===== config.mk =====
export PLATFORM = sky130hd
export DESIGN_NAME = aper_xlate_cache
export DESIGN_NICKNAME = d
export VERILOG_FILES = /design/src/rtl/aptc_pkg.sv /design/src/rtl/aptc_ctrl_reg.sv /design/src/rtl/aptc_tag_array.sv /design/src/rtl/aptc_walker.sv /design/src/rtl/aper_xlate_cache.sv
export SDC_FILE = /design/constraint.sdc
export NUM_CORES = 1
export LEC_CHECK = 0
export ABC_AREA = 1
export BUFFER_PORTS_ARGS = -buffer_cell sky130_fd_sc_hd__buf_4
export CORE_ASPECT_RATIO = 1.75
export CORE_MARGIN = 4
export CORE_UTILIZATION = 42
export CTS_CLUSTER_SIZE = 12
export DETAILED_ROUTE_END_ITERATION = 8
export SETUP_SLACK_MARGIN = 0.3
export SKIP_LAST_GASP = 1
export SYNTH_ARGS = -nofsm -noshare
export SYNTH_HDL_FRONTEND = slang
export SYNTH_HIERARCHICAL = 1
export SYNTH_SLANG_ARGS = --single-unit

===== constraint.sdc =====
create_clock -name clk -period 9.3 [get_ports clk]
set_input_delay 1.395 -clock clk [delete_from_list [all_inputs] [get_ports clk]]
set_output_delay 1.395 -clock clk [all_outputs]
set_load 0.02 [all_outputs]

===== src/rtl/aptc_pkg.sv =====
package aptc_pkg;
   typedef enum logic [1:0] {
      WK_IDLE  = 2'd0,
      WK_FETCH = 2'd1,
      WK_WAIT  = 2'd2
   } walk_state_t;
endpackage


===== src/rtl/aptc_ctrl_reg.sv =====
module aptc_ctrl_reg #(
   parameter int REG_W  = 32,
   parameter int EN_POS = 7
) (
   input  logic             clk,
   input  logic             rst_n,
   input  logic             cfg_wr,
   input  logic [REG_W-1:0] cfg_wdata,
   output logic [REG_W-1:0] cfg_rdata,
   output logic             en,
   output logic             toggle,
   output logic             wb_flush
);
   generate
      if (EN_POS >= REG_W || EN_POS < 0) begin : g_bad_pos
         $error("aptc_ctrl_reg: EN_POS outside the control word");
      end
   endgenerate

   logic unused_wdata;
   assign unused_wdata = ^cfg_wdata;

   // a write that flips the enable
   assign toggle = cfg_wr && (cfg_wdata[EN_POS] != en);

   always_ff @(posedge clk) begin
      if (!rst_n) begin
         en       <= 1'b0;
         wb_flush <= 1'b0;
      end else begin
         wb_flush <= toggle;
         if (cfg_wr) en <= cfg_wdata[EN_POS];
      end
   end

   always_comb begin
      cfg_rdata         = '0;
      cfg_rdata[EN_POS] = en;
   end

   p_flush_marks_change_r3: assert property (@(posedge clk) disable iff (!rst_n)
      wb_flush |-> (en != $past(en)));
   p_quiet_without_write_r3: assert property (@(posedge clk) disable iff (!rst_n)
      !cfg_wr |=> (!wb_flush && $stable(en)));
endmodule


===== src/rtl/aptc_tag_array.sv =====
module aptc_tag_array #(
   parameter int ENTRIES = 8,
   parameter int TAG_W   = 20,
   parameter int PPN_W   = 20
) (
   input  logic             clk,
   input  logic             rst_n,
   input  logic             en,
   input  logic             flush,
   input  logic [TAG_W-1:0] lk_tag,
   input  logic             lk_go,
   output logic             hit,
   output logic [PPN_W-1:0] hit_ppn,
   output logic             hit_ok,
   input  logic             fill_go,
   input  logic [TAG_W-1:0] fill_tag,
   input  logic [PPN_W-1:0] fill_ppn,
   input  logic             fill_ok
);
   localparam int IDX_W = $clog2(ENTRIES);
   localparam logic [IDX_W-1:0] OLDEST = IDX_W'(ENTRIES - 1);

   generate
      if (ENTRIES < 2 || (ENTRIES & (ENTRIES - 1)) != 0) begin : g_bad_depth
         $error("aptc_tag_array: ENTRIES must be a power of two, at least 2");
      end
   endgenerate

   logic [TAG_W-1:0] tag_q   [ENTRIES];
   logic [PPN_W-1:0] ppn_q   [ENTRIES];
   logic [IDX_W-1:0] age_q   [ENTRIES];
   logic [ENTRIES-1:0] ok_q;
   logic [ENTRIES-1:0] valid_q;
   logic [ENTRIES-1:0] match;
   logic [ENTRIES-1:0] oldest;

   // parallel tag compare, one comparator per slot
   genvar g;
   generate
      for (g = 0; g < ENTRIES; g++) begin : g_cmp
         assign match[g]  = valid_q[g] && (tag_q[g] == lk_tag);
         assign oldest[g] = (age_q[g] == OLDEST);
      end
   endgenerate

   logic [IDX_W-1:0] hit_idx;
   logic [IDX_W-1:0] victim;
   always_comb begin
      hit_idx = '0;
      victim  = '0;
      for (int i = 0; i < ENTRIES; i++) begin
         if (match[i])  hit_idx = IDX_W'(i);
         if (oldest[i]) victim  = IDX_W'(i);
      end
   end

   assign hit     = en && (|match);
   assign hit_ppn = ppn_q[hit_idx];
   assign hit_ok  = ok_q[hit_idx];

   logic             touch_go;
   logic [IDX_W-1:0] touch_idx;
   logic [IDX_W-1:0] ref_age;
   assign touch_go  = (lk_go && hit) || fill_go;
   assign touch_idx = fill_go ? victim : hit_idx;
   assign ref_age   = age_q[touch_idx];

   always_ff @(posedge clk) begin
      if (!rst_n) begin
         valid_q <= '0;
         ok_q    <= '0;
         for (int i = 0; i < ENTRIES; i++) begin
            tag_q[i] <= '0;
            ppn_q[i] <= '0;
            age_q[i] <= IDX_W'(i);
         end
      end else begin
         for (int i = 0; i < ENTRIES; i++) begin
            if (!en || flush) begin
               valid_q[i] <= 1'b0;
            end else if (fill_go && victim == IDX_W'(i)) begin
               valid_q[i] <= 1'b1;
            end
            if (fill_go && victim == IDX_W'(i)) begin
               tag_q[i] <= fill_tag;
               ppn_q[i] <= fill_ppn;
               ok_q[i]  <= fill_ok;
            end
            if (touch_go) begin
               if (touch_idx == IDX_W'(i)) begin
                  age_q[i] <= '0;
               end else if (age_q[i] < ref_age) begin
                  age_q[i] <= age_q[i] + 1'b1;
               end
            end
         end
      end
   end

   p_clear_when_off_r2: assert property (@(posedge clk) disable iff (!rst_n)
      !en |=> (valid_q == '0));
   p_toggle_empties_r9: assert property (@(posedge clk) disable iff (!rst_n)
      flush |=> (valid_q == '0));
   p_fill_needs_enable_r4: assert property (@(posedge clk) disable iff (!rst_n)
      fill_go |-> (en && !flush));
   p_unique_tag_r8: assert property (@(posedge clk) disable iff (!rst_n)
      $onehot0(match));
   p_single_oldest_r8: assert property (@(posedge clk) disable iff (!rst_n)
      $countones(oldest) == 1);
endmodule


===== src/rtl/aptc_walker.sv =====
module aptc_walker
   import aptc_pkg::*;
#(
   parameter int ADDR_W  = 32,
   parameter int DATA_W  = 32,
   parameter int TAG_W   = 20,
   parameter int PPN_W   = 20,
   parameter int PPN_LSB = 12
) (
   input  logic              clk,
   input  logic              rst_n,
   input  logic              en,
   input  logic              toggle,
   input  logic [ADDR_W-1:0] tbl_base,
   input  logic              req_valid,
   input  logic [TAG_W-1:0]  req_page,
   output logic              req_ready,
   output logic              rsp_valid,
   output logic [PPN_W-1:0]  rsp_ppn,
   output logic              rsp_ok,
   output logic              lk_go,
   input  logic              lk_hit,
   input  logic [PPN_W-1:0]  lk_ppn,
   input  logic              lk_ok,
   output logic              fill_go,
   output logic [TAG_W-1:0]  fill_tag,
   output logic [PPN_W-1:0]  fill_ppn,
   output logic              fill_ok,
   output logic              mem_req_valid,
   input  logic              mem_req_ready,
   output logic [ADDR_W-1:0] mem_req_addr,
   input  logic              mem_rsp_valid,
   input  logic [DATA_W-1:0] mem_rsp_data
);
   generate
      if (PPN_LSB < 1 || PPN_LSB + PPN_W > DATA_W) begin : g_bad_field
         $error("aptc_walker: physical page field does not fit the entry word");
      end
      if (TAG_W + 2 > ADDR_W) begin : g_bad_addr
         $error("aptc_walker: page index too wide for the address");
      end
   endgenerate

   walk_state_t      state_q;
   logic [TAG_W-1:0] cur_page_q;
   logic             stale_q;
   logic             unused_data;
   assign unused_data = ^mem_rsp_data;

   assign req_ready     = (state_q == WK_IDLE);
   assign lk_go         = req_valid && req_ready;
   assign mem_req_valid = (state_q == WK_FETCH);
   assign mem_req_addr  = tbl_base + ADDR_W'({cur_page_q, 2'b00});

   assign fill_tag = cur_page_q;
   assign fill_ppn = mem_rsp_data[PPN_LSB +: PPN_W];
   assign fill_ok  = mem_rsp_data[0];
   // any enable change since acceptance voids the fill
   assign fill_go  = (state_q == WK_WAIT) && mem_rsp_valid && en && !toggle && !stale_q;

   always_ff @(posedge clk) begin
      if (!rst_n) begin
         state_q    <= WK_IDLE;
         cur_page_q <= '0;
         stale_q    <= 1'b0;
         rsp_valid  <= 1'b0;
         rsp_ppn    <= '0;
         rsp_ok     <= 1'b0;
      end else begin
         rsp_valid <= 1'b0;
         if (toggle)     stale_q <= 1'b1;
         else if (lk_go) stale_q <= 1'b0;
         case (state_q)
            WK_IDLE: begin
               if (lk_go) begin
                  if (lk_hit) begin
                     rsp_valid <= 1'b1;
                     rsp_ppn   <= lk_ppn;
                     rsp_ok    <= lk_ok;
                  end else begin
                     cur_page_q <= req_page;
                     state_q    <= WK_FETCH;
                  end
               end
            end
            WK_FETCH: begin
               if (mem_req_ready) state_q <= WK_WAIT;
            end
            WK_WAIT: begin
               if (mem_rsp_valid) begin
                  rsp_valid <= 1'b1;
                  rsp_ppn   <= fill_ppn;
                  rsp_ok    <= fill_ok;
                  state_q   <= WK_IDLE;
               end
            end
            default: state_q <= WK_IDLE;
         endcase
      end
   end

   p_hold_request_r11: assert property (@(posedge clk) disable iff (!rst_n)
      (mem_req_valid && !mem_req_ready) |=> (mem_req_valid && $stable(mem_req_addr)));
   p_hit_answers_next_r5: assert property (@(posedge clk) disable iff (!rst_n)
      (lk_go && lk_hit) |=> (rsp_valid && !mem_req_valid));
   p_miss_stalls_r6: assert property (@(posedge clk) disable iff (!rst_n)
      (lk_go && !lk_hit) |=> (!req_ready && !rsp_valid));
   p_disabled_never_hits_r4: assert property (@(posedge clk) disable iff (!rst_n)
      !en |-> !lk_hit);
endmodule


===== src/rtl/aper_xlate_cache.sv =====
module aper_xlate_cache #(
   parameter int ENTRIES = 8,
   parameter int PAGE_W  = 20,
   parameter int PPN_W   = 20,
   parameter int ADDR_W  = 32,
   parameter int DATA_W  = 32,
   parameter int CFG_W   = 32,
   parameter int EN_BIT  = 7,
   parameter int PPN_LSB = 12
) (
   input  logic              clk,
   input  logic              rst_n,
   input  logic              cfg_wr,
   input  logic [CFG_W-1:0]  cfg_wdata,
   output logic [CFG_W-1:0]  cfg_rdata,
   output logic              wb_flush,
   input  logic [ADDR_W-1:0] tbl_base,
   input  logic              req_valid,
   input  logic [PAGE_W-1:0] req_page,
   output logic              req_ready,
   output logic              rsp_valid,
   output logic [PPN_W-1:0]  rsp_ppn,
   output logic              rsp_ok,
   output logic              mem_req_valid,
   input  logic              mem_req_ready,
   output logic [ADDR_W-1:0] mem_req_addr,
   input  logic              mem_rsp_valid,
   input  logic [DATA_W-1:0] mem_rsp_data
);
   logic             en;
   logic             toggle;
   logic             lk_go;
   logic             lk_hit;
   logic [PPN_W-1:0] lk_ppn;
   logic             lk_ok;
   logic             fill_go;
   logic [PAGE_W-1:0] fill_tag;
   logic [PPN_W-1:0] fill_ppn;
   logic             fill_ok;

   aptc_ctrl_reg #(.REG_W(CFG_W), .EN_POS(EN_BIT)) u_ctrl (
      .clk(clk), .rst_n(rst_n), .cfg_wr(cfg_wr), .cfg_wdata(cfg_wdata),
      .cfg_rdata(cfg_rdata), .en(en), .toggle(toggle), .wb_flush(wb_flush)
   );

   aptc_tag_array #(.ENTRIES(ENTRIES), .TAG_W(PAGE_W), .PPN_W(PPN_W)) u_tags (
      .clk(clk), .rst_n(rst_n), .en(en), .flush(toggle),
      .lk_tag(req_page), .lk_go(lk_go),
      .hit(lk_hit), .hit_ppn(lk_ppn), .hit_ok(lk_ok),
      .fill_go(fill_go), .fill_tag(fill_tag), .fill_ppn(fill_ppn), .fill_ok(fill_ok)
   );

   aptc_walker #(.ADDR_W(ADDR_W), .DATA_W(DATA_W), .TAG_W(PAGE_W),
                 .PPN_W(PPN_W), .PPN_LSB(PPN_LSB)) u_walk (
      .clk(clk), .rst_n(rst_n), .en(en), .toggle(toggle), .tbl_base(tbl_base),
      .req_valid(req_valid), .req_page(req_page), .req_ready(req_ready),
      .rsp_valid(rsp_valid), .rsp_ppn(rsp_ppn), .rsp_ok(rsp_ok),
      .lk_go(lk_go), .lk_hit(lk_hit), .lk_ppn(lk_ppn), .lk_ok(lk_ok),
      .fill_go(fill_go), .fill_tag(fill_tag), .fill_ppn(fill_ppn), .fill_ok(fill_ok),
      .mem_req_valid(mem_req_valid), .mem_req_ready(mem_req_ready),
      .mem_req_addr(mem_req_addr), .mem_rsp_valid(mem_rsp_valid),
      .mem_rsp_data(mem_rsp_data)
   );

   p_one_outstanding_r11: assert property (@(posedge clk) disable iff (!rst_n)
      mem_req_valid |-> !req_ready);
endmodule


==> impl_metrics.toml <==
[run_status]
status = "completed"

[logic_synthesis]
yosysTopAreaCellShare_pct = 44.5
netlist_top_cells_count = "nand2_1 (698), nor2_1 (549), edfxtp_1 (344), inv_1 (306), nand3_1 (146)"
ys.flop_type = "edfxtp_1"
synth.largest_area_cell = "edfxtp_1"
yosysSeqAreaShare_pct = 49.9
yosys_warnings = 6
ys_ff_latch = 407
synth_cell_type_count = 52
synth-async-reset-ratio_pct = 0
yosysMostFrequentCell = "nand2_1"
synthesis.area_um2 = 23200
syn_area_per_cell_um2 = 8.10
synth.area.top_cells = "edfxtp_1 (44%), nand2_1 (11%), nor2_1 (8.9%), dfxtp_1 (5.4%), inv_1 (4.9%)"
synth_edf_count = 344
synthCells = 2867

[global_route]
met3_usage_pct = 3.12
track_usage_pct = 26.1
grt_pass1_vias = 19400
grtUsageMet1_pct = 27.4
grt_busiest_layer = "met2"
grt_pass1_wl_um = 116000
grt_max_degree = 87
overflow = 0
antenna_found_initial = 2
grtUsageMet2_pct = 49.6

[placed_design]
dp_cells = 3576
gp_congestion = 0.935
dp_hpwl_um = 55600
dpl_worst_slack_ns = 3.12
port_buffers = 133

[job]
maxCapViolations = 0

[timing]
worst_pin_slew_ns = 1.14
whs_ns = 0.450
worst_slack_ns = 3.71
finalSetupTns_ns = 0
final_max_slew_viol_count = 0
max_freq_ghz = 0.179
setup_viol = 0
period_minus_slack_ns = 5.59
finClkSkew_ns = 0.0333
max_slew_margin_pct = 23.4
grt_setup_unrepaired = "false"
hold_violations = 0
fin_crit_sh_pct = 60.1

[route]
dr.pass1.iters = 6
ant_nets = 0
drc = 0
drtIter0Drc = 1337
routedWlPerCell_um = 21.9
num_vias = 19600
routed_wl_um = 79900
drt-vias-per-instance = 5.38

[cells_and_area]
fin_nets = 3096
area_growth_pct = 10.3
drive_gt1_share_pct = 10.7
fin_cells = 3654
finish.utilization_pct = 47.0

[floorplan]
die_h_um = 319
fp-row-count = 113
fp.dieArea_um2 = 59300
die_w_um = 186
fp.coreArea_um2 = 54600
start_util_pct = 42.6
io_pins = 211

[clocking]
insertion_delay_ns = 0.58
path_clk_slew_ns = 0.06
clkSinkCount = 407
post_cts_buffers = 0
cts-root-buf = "clkbuf_16"
ctsResizeCount = 0
numCtsBuffers = 42
cts_tree = "yes"
hold_buffers = 0
cts.path.max_buffers = 3
htree_levels = 2

[setup_path]
cp.arrival_ns = 5.86
required_ns = 9.56
worstSetupStartpointType = "primary input"
critPathCaptureType = "flop"
critical_path_peak_fanout = 23
crit_type = "primary input to flop"

[power_and_ir_drop]
ir_worst_vdd_v = 0.000127
power_density_nw_per_um2 = 168
p_int_mw = 3.10
pwr-share-clk_pct = 37.0
comb_power_share_pct = 14.4
switching_power_mw = 1.22
p_leak_nw = 11.2
swShare_pct = 28.2
pwr-share-seq_pct = 48.6

[min_path]
holdCritPathClass = "flop to flop"
==> registers in the layout, summed over array words and instances (netlist names) <==
name              cells
u_walk/rsp_valid      1
u_ctrl/wb_flush       1
u_walk/rsp_ok         1
u_tags/age_q         24
u_tags/ok_q           8
u_walk/rsp_ppn       20
u_ctrl/en             1
u_tags/ppn_q        160
u_tags/tag_q        160
u_tags/valid_q        8
u_walk/stale_q        1
u_walk/fill_tag      20
u_walk/state_q        2
==> cell families (layout without fill, tap and decap cells) <==
logic type,Yosys count,after routing,share of synthesized area (%)
and+or+nand+nor,1570,1570,28.5
DFF,407,407,49.9
adders and majority gates,44,44,2.40
other,1,33,0.0161
xor gates and xnor gates,56,56,2.11
buffers and inverters,503,568,9.93
AOI/OAI and AO/OA,286,286,7.17
==> stage by stage <==
step | area (um^2) | total power [mW]
floorplan | 23300 | 2.53
global placement | 24400 | 2.75
detailed placement | 24400 | 2.76
CTS | 25600 | 4.36
global route | 25600 | 4.47
finish | 25600 | 4.32
==> path summary, 6_finish.rpt <==
path,start,endpoint,slack [ns],cells after the start
setup reg to reg,u_walk/state_q[1],u_tags/age_q[6][1],4.27,20
hold / removal,u_tags/valid_q[1],u_tags/valid_q[1],0.45,2
setup / recovery,req_page[19],u_tags/age_q[6][1],3.71,19
hold reg to reg,u_tags/valid_q[1],u_tags/valid_q[1],0.45,2
==> layout by cell type, fill, tap and decap left out, types with 3 or more instances in the layout <==
| cell | n |
|---|---|
| a21oi_1 | 53 |
| a31oi_1 | 23 |
| and2_1 | 3 |
| buf_4 | 153 |
| clkbuf_1 | 20 |
| clkbuf_16 | 42 |
| clkinv_1 | 9 |
| clkinv_2 | 5 |
| conb_1 | 31 |
| dfxtp_1 | 63 |
| edfxtp_1 | 344 |
| ha_1 | 43 |
| inv_1 | 305 |
| inv_2 | 25 |
| inv_4 | 5 |
| nand2_1 | 687 |
| nand2_2 | 41 |
| nand2_4 | 9 |
| nand3_1 | 146 |
| nand3b_1 | 22 |
| nand4_1 | 43 |
| nor2_1 | 549 |
| nor2_2 | 6 |
| nor2_4 | 4 |
| nor3_1 | 21 |
| nor3b_1 | 3 |
| nor4_1 | 3 |
| o21ai_0 | 136 |
| o21ai_1 | 15 |
| o221ai_1 | 38 |
| o22ai_1 | 9 |
| or2_1 | 10 |
| or2_2 | 15 |
| xnor2_1 | 31 |
| xor2_1 | 25 |
==> layer usage <==
| layer | part of all wire, % | wire (um) |
|---|---|---|
| met4 | 6.4 | 5130 |
| met2 | 54 | 42900 |
| met1 | 34 | 27500 |
| met5 | 0 | 0 |
| met3 | 5.4 | 4350 |
==> critical path, stage by stage <==
cell	delay, ns
buf_4	0.20
inv_2	0.21
o21ai_0	0.35
inv_1	0.12
nand3_1	0.10
nor2_1	0.05
nand3_1	0.23
nand2_2	0.14
nor2_4	0.57
inv_2	0.48
a21oi_4	0.43
nor4_1	0.11
a31oi_1	0.69
ha_1	0.37
nand2_1	0.07
inv_1	0.04
nand2_2	0.07
nand2_1	0.07
nand3_1	0.14
==> power groups by stage <==
| stage | clock, mW | combinational (mW) | sequential, mW |
|---|---|---|---|
| after floorplan | 0 | 0.403 | 2.12 |
| after global placement | 0 | 0.614 | 2.13 |
| after detailed placement | 0 | 0.619 | 2.14 |
| after CTS | 1.64 | 0.621 | 2.10 |
| after global routing | 1.70 | 0.673 | 2.10 |
| final | 1.60 | 0.621 | 2.10 |
==> layout make-up <==
type | instances | area (um^2)
sequential | 407 | 11600
fill | 5434 | 28900
inverter | 339 | 1280
clock buffer | 63 | 1140
tap | 690 | 863
timing repair buffer | 153 | 1150
multi-input combinational | 1987 | 9470
clock inverter | 13 | 126
antenna | 2 | 5.00
(Power assumes the default switching activity.)
